$ cat src/rtl/seq_pkg.sv
package seq_pkg;

  typedef enum logic [2:0] {
    ST_IDLE     = 3'd0,
    ST_POWERUP  = 3'd1,
    ST_CONVERT  = 3'd2,
    ST_NEXT     = 3'd3,
    ST_STOPPED  = 3'd4
  } seqState_t;

  // strobes from the control FSM to the datapath
  typedef struct packed {
    logic cntClr;      // restart warm-up counter
    logic cntInc;      // advance warm-up counter
    logic slotLoad;    // load slot index from firstSlot
    logic slotInc;     // step slot index
    logic waitSet;     // strobe issued, now waiting for done
    logic waitClr;     // leaving conversion wait
    logic startHwClr;  // hardware clear of the start bit
  } dpCtrl_t;

endpackage

$ cat src/rtl/seq_datapath.sv
module seq_datapath
  import seq_pkg::*;
#(
  parameter int PWR_CYC = 20,
  parameter int SLOT_W  = 4
) (
  input  logic              clk,
  input  logic              rstN,
  input  dpCtrl_t           ctl,
  input  logic              startSet,
  input  logic              startClr,
  input  logic              stopReq,
  input  logic [SLOT_W-1:0] firstSlot,
  output logic              cntLast,
  output logic [SLOT_W-1:0] slotIdx,
  output logic              waiting,
  output logic              startBit
);

  localparam int CNT_W = (PWR_CYC > 1) ? $clog2(PWR_CYC) : 1;
  localparam logic [CNT_W-1:0] CNT_END = CNT_W'(PWR_CYC - 1);

  logic [CNT_W-1:0] pwrCnt;

  // warm-up counter
  always_ff @(posedge clk or negedge rstN) begin
    if (!rstN) begin
      pwrCnt <= '0;
    end else if (ctl.cntClr) begin
      pwrCnt <= '0;
    end else if (ctl.cntInc) begin
      pwrCnt <= pwrCnt + CNT_W'(1);
    end
  end

  assign cntLast = (pwrCnt == CNT_END);

  // slot index, wraps modulo 2^SLOT_W
  always_ff @(posedge clk or negedge rstN) begin
    if (!rstN) begin
      slotIdx <= '0;
    end else if (ctl.slotLoad) begin
      slotIdx <= firstSlot;
    end else if (ctl.slotInc) begin
      slotIdx <= slotIdx + SLOT_W'(1);
    end
  end

  // conversion wait flag
  always_ff @(posedge clk or negedge rstN) begin
    if (!rstN) begin
      waiting <= 1'b0;
    end else if (ctl.waitClr) begin
      waiting <= 1'b0;
    end else if (ctl.waitSet) begin
      waiting <= 1'b1;
    end
  end

  // start bit: every clear source beats a set
  always_ff @(posedge clk or negedge rstN) begin
    if (!rstN) begin
      startBit <= 1'b0;
    end else if (startClr || ctl.startHwClr || stopReq) begin
      startBit <= 1'b0;
    end else if (startSet) begin
      startBit <= 1'b1;
    end
  end

  AST_STOP_CLEARS_START: assert property (@(posedge clk) disable iff (!rstN)
    stopReq |=> !startBit);

  AST_COUNT_IN_RANGE: assert property (@(posedge clk) disable iff (!rstN)
    pwrCnt <= CNT_END);

endmodule

$ cat src/rtl/seq_ctrl.sv
module seq_ctrl
  import seq_pkg::*;
#(
  parameter int SLOT_W = 4
) (
  input  logic              clk,
  input  logic              rstN,
  input  logic              contMode,
  input  logic              stopReq,
  input  logic              convDone,
  input  logic [SLOT_W-1:0] lastSlot,
  input  logic              cntLast,
  input  logic [SLOT_W-1:0] slotIdx,
  input  logic              waiting,
  input  logic              startBit,
  output dpCtrl_t           ctl,
  output logic              pwrEn,
  output logic              acqStrobe,
  output logic              seqStartPulse,
  output logic              seqEndPulse
);

  seqState_t state, nextState;
  logic      atLast;
  logic      doneTaken;

  assign atLast    = (slotIdx == lastSlot);
  assign doneTaken = (state == ST_CONVERT) && startBit && !stopReq &&
                     waiting && convDone;

  always_comb begin
    nextState = state;
    ctl       = '0;
    if (stopReq) begin
      nextState = ST_STOPPED;
    end else begin
      unique case (state)
        ST_IDLE: begin
          if (startBit) begin
            nextState    = ST_POWERUP;
            ctl.cntClr   = 1'b1;
            ctl.slotLoad = 1'b1;
          end
        end
        ST_STOPPED: nextState = ST_IDLE;
        ST_POWERUP: begin
          if (!startBit) begin
            nextState = ST_IDLE;
          end else if (cntLast) begin
            nextState = ST_CONVERT;
          end else begin
            ctl.cntInc = 1'b1;
          end
        end
        ST_CONVERT: begin
          if (!startBit) begin
            nextState = ST_IDLE;
          end else if (!waiting) begin
            ctl.waitSet = 1'b1;
          end else if (convDone) begin
            if (atLast) begin
              if (contMode) begin
                nextState    = ST_NEXT;
                ctl.slotLoad = 1'b1;
              end else begin
                nextState      = ST_IDLE;
                ctl.startHwClr = 1'b1;
              end
            end else begin
              nextState   = ST_NEXT;
              ctl.slotInc = 1'b1;
            end
          end
        end
        ST_NEXT: begin
          nextState = startBit ? ST_CONVERT : ST_IDLE;
        end
        default: nextState = ST_IDLE;
      endcase
    end
    ctl.waitClr = (nextState != ST_CONVERT);
  end

  always_ff @(posedge clk or negedge rstN) begin
    if (!rstN) begin
      state         <= ST_IDLE;
      seqStartPulse <= 1'b0;
    end else begin
      state         <= nextState;
      seqStartPulse <= (state == ST_IDLE) && (nextState == ST_POWERUP);
    end
  end

  assign pwrEn       = (state == ST_POWERUP) || (state == ST_CONVERT) ||
                       (state == ST_NEXT);
  assign acqStrobe   = ctl.waitSet;
  assign seqEndPulse = doneTaken && atLast;

  AST_STROBE_POWERED: assert property (@(posedge clk) disable iff (!rstN)
    acqStrobe |-> pwrEn);

  AST_STROBE_SINGLE: assert property (@(posedge clk) disable iff (!rstN)
    acqStrobe |=> !acqStrobe);

  AST_STOP_UNPOWERS: assert property (@(posedge clk) disable iff (!rstN)
    stopReq |=> !pwrEn);

  AST_SINGLE_ENDS: assert property (@(posedge clk) disable iff (!rstN)
    (seqEndPulse && !contMode) |=> (!pwrEn && !startBit));

  AST_START_PULSE_POWERED: assert property (@(posedge clk) disable iff (!rstN)
    seqStartPulse |-> (pwrEn || $past(stopReq) == 1'b0));

  AST_END_NEEDS_DONE: assert property (@(posedge clk) disable iff (!rstN)
    seqEndPulse |-> (convDone && pwrEn));

endmodule

$ cat src/rtl/conv_seq.sv
module conv_seq
  import seq_pkg::*;
#(
  parameter int PWR_CYC = 20,
  parameter int SLOT_W  = 4
) (
  input  logic              clk,
  input  logic              rstN,
  input  logic              startSet,
  input  logic              startClr,
  input  logic              contMode,
  input  logic              stopReq,
  input  logic              convDone,
  input  logic [SLOT_W-1:0] firstSlot,
  input  logic [SLOT_W-1:0] lastSlot,
  output logic              pwrEn,
  output logic              acqStrobe,
  output logic [SLOT_W-1:0] slotIdx,
  output logic              seqStartPulse,
  output logic              seqEndPulse,
  output logic              startBit
);

  dpCtrl_t ctl;
  logic    cntLast;
  logic    waiting;

  seq_ctrl #(.SLOT_W(SLOT_W)) u_ctrl (
    .clk           (clk),
    .rstN          (rstN),
    .contMode      (contMode),
    .stopReq       (stopReq),
    .convDone      (convDone),
    .lastSlot      (lastSlot),
    .cntLast       (cntLast),
    .slotIdx       (slotIdx),
    .waiting       (waiting),
    .startBit      (startBit),
    .ctl           (ctl),
    .pwrEn         (pwrEn),
    .acqStrobe     (acqStrobe),
    .seqStartPulse (seqStartPulse),
    .seqEndPulse   (seqEndPulse)
  );

  seq_datapath #(.PWR_CYC(PWR_CYC), .SLOT_W(SLOT_W)) u_dp (
    .clk       (clk),
    .rstN      (rstN),
    .ctl       (ctl),
    .startSet  (startSet),
    .startClr  (startClr),
    .stopReq   (stopReq),
    .firstSlot (firstSlot),
    .cntLast   (cntLast),
    .slotIdx   (slotIdx),
    .waiting   (waiting),
    .startBit  (startBit)
  );

endmodule

$ cat config.mk
export PLATFORM = sky130hd
export DESIGN_NAME = conv_seq
export DESIGN_NICKNAME = d
export VERILOG_FILES = /design/src/rtl/seq_pkg.sv /design/src/rtl/seq_datapath.sv /design/src/rtl/seq_ctrl.sv /design/src/rtl/conv_seq.sv
export SDC_FILE = /design/constraint.sdc
export NUM_CORES = 1
export LEC_CHECK = 0
export ABC_CLOCK_PERIOD_IN_PS = 1900
export BUFFER_PORTS_ARGS = -buffer_cell sky130_fd_sc_hd__buf_2
export CAP_MARGIN = 5
export CORE_ASPECT_RATIO = 0.8
export CORE_MARGIN = 2
export CORE_UTILIZATION = 44
export CTS_CLUSTER_DIAMETER = 50
export DETAILED_ROUTE_END_ITERATION = 16
export PLACE_DENSITY = 0.74
export RECOVER_POWER = 25
export SYNTH_ARGS = -nofsm -noshare
export SYNTH_HDL_FRONTEND = slang
export SYNTH_HIERARCHICAL = 1
export SYNTH_SLANG_ARGS = --single-unit
$ cat constraint.sdc
create_clock -name clk -period 1.9 [get_ports clk]
set_input_delay 0.095 -clock clk [delete_from_list [all_inputs] [get_ports clk]]
set_output_delay 0.095 -clock clk [all_outputs]
set_load 0.005 [all_outputs]
Yosys cells after proc, flatten, opt, wreduce, memory -nomap -nowiden
Index checks and enable logic that the tools add are counted.
Word-level totals
  register bits after elaboration: 15
  input bits: 15
  output and inout bits: 9
  word-level logic and storage cells: 72
Cells by class
  add/sub/neg operators: 2
  equal/unequal tests: 7
  multiplexer cells: 41
  reduce and logical (&&, ||, !) cells: 16
Operator list (number)
  3-bit two-way mux: 9
  1-bit two-way mux: 20
  5-bit two-way mux: 3
  3-bit one-hot mux with 4 select lines: 1
  2-bit two-way mux: 5
  4-bit two-way mux: 2
  2-bit nonzero test: 4
  3-bit by 1-bit == test with 1-bit output (second input constant): 2
  3-bit by 2-bit == test with 1-bit output (second input constant): 2
  1-bit logical AND: 6
  5-bit by 1-bit adder with 5-bit output (second input constant): 1
  5-bit == test (second input constant): 1
  4-bit by 1-bit adder with 4-bit output (second input constant): 1
  4-bit == test: 1
  1-bit logical OR: 4
  3-bit logical NOT: 1
  3-bit by 2-bit != test with 1-bit output (second input constant): 1
  1-bit one-hot mux with 2 select lines: 1
  1-bit logical NOT: 1

Logic depth before layout (Yosys ltp)
  depth after elaboration: 10
  mapped depth: 7
  mapped depth without buffers: 7

Modules after synthesis
The synthesis kept the hierarchy.
By module, submodules not included
  seq_datapath: instances 1, cells an instance 44, area an instance 498.0 µm², seq. area each 275.3 µm²
  seq_ctrl: instances 1, cells an instance 37, area an instance 320.3 µm², seq. area each 100.1 µm²

Least setup slack after synthesis
No wires, ideal clock.
  path kind: register -> register
  from: register u_dp.pwrCnt[0]
  to: register u_dp.pwrCnt[3]
  library setup time: 137 ps
  arrival time: 1812 ps
  data required time: 1763 ps
  slack: -49 ps
  cell stages (with the launch flop): 7
  clock period less this slack: 1949 ps
  cells stage by stage: dfrtp_1 > ha_1 > nor4bb_1 > nor4b_1 > nand4_1 > xor2_1 > nor2_1
RTL lines
  start, declared: RTL line seq_datapath.sv:23  | logic [CNT_W-1:0] pwrCnt;
  start signal, assigned: RTL line seq_datapath.sv:32  | pwrCnt <= pwrCnt + CNT_W'(1);

==> impl_metrics.py <==
metrics = {
    "status": {
        "status": "complete, no violations",
    },
    "worst_setup_path": {
        "path_class": "flop to flop",
        "crit_start": "u_ctrl/state[2]",
        "rr_worst_depth": 5,
        "crit_end": "u_dp/slotIdx[3]",
        "critPathArrivalTime_ns": 2.01,
        "worstReg2RegStart": "u_ctrl/state[2]",
        "cp_slowest_cell": "or3_4",
        "startpoint_type": "flop",
        "worstPathCellList": "and2b_2, nand4_1, or3_4, o21bai_4, mux2_2",
        "required_ns": 2.07,
        "max_stage_delay_ns": 0.42,
        "critPathMaxFanout": 5,
        "cp-end-kind": "flop",
        "rrSetupSlack_ns": 0.06,
        "r2r-end": "u_dp/slotIdx[3]",
    },
    "timing": {
        "layout_worst_path_cycle_share_pct": 96.9,
        "report.final.slew_viol_count": 0,
        "worstMarginPinSlew_ns": 0.772,
        "slew_headroom_pct": 48.5,
        "min_period_ns": 1.84,
        "fmax_mhz": 543,
        "setup-tns-final_ns": 0,
        "rsz0062_at_grt": "yes",
        "setup_ws_ns": 0.0581,
        "skew_ns": 0.000892,
        "hold_viol": 0,
        "setup_viol": 0,
    },
    "floorplan": {
        "num_rows": 13,
        "die_w_um": 52.2,
        "die_area_um2": 2220,
        "start_util_pct": 48.4,
        "ioPinCount": 24,
        "core_um2": 1690,
        "dieHeight_um": 42.6,
    },
    "final_layout": {
        "fillers": 143,
        "mostFrequentLayoutCells": "buf_2, dfrtp_1, nor2_1",
        "final_nets": 138,
        "fin_cells": 142,
        "final_common_cell": "buf_2",
        "stdcell_area_um2": 1130,
        "drive_gt1_share_pct": 36.7,
        "syn2layout_area_growth_pct": 38.2,
        "n_antenna_cell": 0,
        "ff_latch_area_um2": 375,
        "multi_input_area_um2": 472,
    },
    "logic_synthesis": {
        "yosysUniqueCellTypes": 31,
        "synth_cells": 81,
        "ys_seq_area_share_pct": 45.9,
        "synth-edff-count": 0,
        "synth-async-reset-ratio_pct": 100,
        "syn_avg_cell_area_um2": 10.1,
        "ys_seq_elements": 15,
        "yosysWarnings": 6,
        "synth_area_um2": 818,
        "synth_fp_nets": 98,
        "synth_ff_type": "dfrtp_1",
    },
    "routing": {
        "via_count": 743,
        "drtIter0Drc": 13,
        "wl_mm": 1.99,
        "drt-vias-per-instance": 5.23,
        "drc_errors": 0,
        "firstDrtPassIters": 5,
        "antenna_left": 0,
        "drt-wirelength-per-cell_um": 14.0,
    },
    "clock_tree": {
        "clk_latency_ns": 0.27,
        "clkTransAtPathRegs_ns": 0.09,
        "cts_tree": "built",
        "cts.sinks": 15,
        "cts-root-buf": "clkbuf_4",
        "cts_buffers": 3,
        "htree_num_levels": 1,
        "clk_path_buf_depth": 2,
    },
    "power_and_ir_drop": {
        "p_leak_nw": 0.547,
        "vdd.ir_drop.worst_v": 0.000576,
        "powerDensity_nw_per_um2": 628,
        "p_total_mw": 0.711,
    },
    "hold_path": {
        "whs_path_depth": 3,
        "hold_path_class": "input port to flop",
    },
    "grt": {
        "first_global_vias": 707,
        "grt_max_degree": 16,
        "grt_first_pass_wirelength_mm": 3.24,
        "antenna_found_initial": 0,
        "grt_usage_pct": 19.2,
        "grt.overflow.total": 0,
    },
    "placement": {
        "gp_congestion": 0.829,
        "placed_cells": 130,
        "hpwl_mm": 1.42,
        "portBuffers": 23,
        "place_ws_ns": -0.0557,
        "dpl_cell_area_um2": 1010,
    },
    "job": {
        "cap_viol_max_count": 0,
    },
}
layout make-up:
cell class                 count  area share (%)
clock buffer                   4            2.32
inverter                       1           0.332
multi-input combinational     63            41.7
sequential                    15            33.2
tap                           22            2.43
timing repair buffer          37            20.0
worst min path at each step:
| stage | endpoint | slack [ns] | from |
|---|---|---|---|
| after floorplan | u_ctrl/seqStartPulse | -0.20 | rstN |
| after global placement | u_dp/pwrCnt[0] | 0.007 | rstN |
| after detailed placement | u_dp/pwrCnt[0] | 0.01 | rstN |
| after CTS | u_ctrl/state[2] | 0.008 | stopReq |
| after global routing | u_dp/slotIdx[1] | 0.04 | firstSlot[1] |
| final | u_dp/slotIdx[1] | 0.02 | firstSlot[1] |
logic make-up after synthesis:
family	synth area share [%]
muxes	3.82
adders and majority gates	3.06
xor gates and xnor gates	11.8
buffers and inverters	1.83
AOI/OAI and AO/OA	7.95
and+or+nand+nor	25.7
DFF	45.9
flip-flops by register name, indices dropped and copies added, names as in the netlist:
| register | flops |
|---|---|
| u_dp/pwrCnt | 5 |
| u_dp/slotIdx | 4 |
| u_ctrl/state | 3 |
| u_ctrl/seqStartPulse | 1 |
| u_dp/startBit | 1 |
| u_dp/waiting | 1 |
through the flow:
step	hold slack, ns	utilization, %
after floorplan	-0.201	-
after global placement	0.00692	59.5
after detailed placement	0.0113	59.5
after CTS	0.00808	62.7
after global routing	0.0427	66.9
final	0.0196	66.9
critical path, delay by kind of cell, from the launching register on:
family / cells / cell delay [ns]
AND/OR/NAND/NOR: 3 / 0.83
flip-flops: 1 / 0.38
multiplexers: 1 / 0.35
AO/OA/AOI/OAI: 1 / 0.18
repair_timing:
item	CTS	global route
endpoints found under the hold margin	16	1
pin swaps	1	2
setup endpoints to repair	1	8
resized for setup	1	4
hold buffers	2	1
setup buffers	1	4
report_power, final:
part           internal [mW]  switching, mW  leakage, nW  total (mW)
Clock                 0.0812         0.0996       0.0150       0.181
Combinational         0.0962         0.0718        0.331       0.168
Sequential             0.341         0.0206        0.201       0.362
Total                  0.519          0.192        0.547       0.711
cell usage after synthesis, drive strengths merged, types with 2 or more instances:
library cell / count / area share, %
nor3b: 3 / 2.8
nand4: 5 / 4.6
dfrtp: 15 / 46
nand2: 7 / 3.2
nor2: 12 / 5.5
xor2: 4 / 4.3
ha: 2 / 3.1
o21ai: 3 / 1.8
nor3: 2 / 1.2
xnor2: 7 / 7.5
o21bai: 2 / 2.3
mux2i: 2 / 2.4
metal layers:
layer / routed length [µm] / vias to the layer above / global-route usage [%]
met5: 0 / - / 0
met4: 18 / 0 / 4.62
met3: 125 / 4 / 2.50
met2: 949 / 30 / 29.9
met1: 891 / 344 / 28.3
li1: - / 365 / -
(Power assumes the default switching activity.)
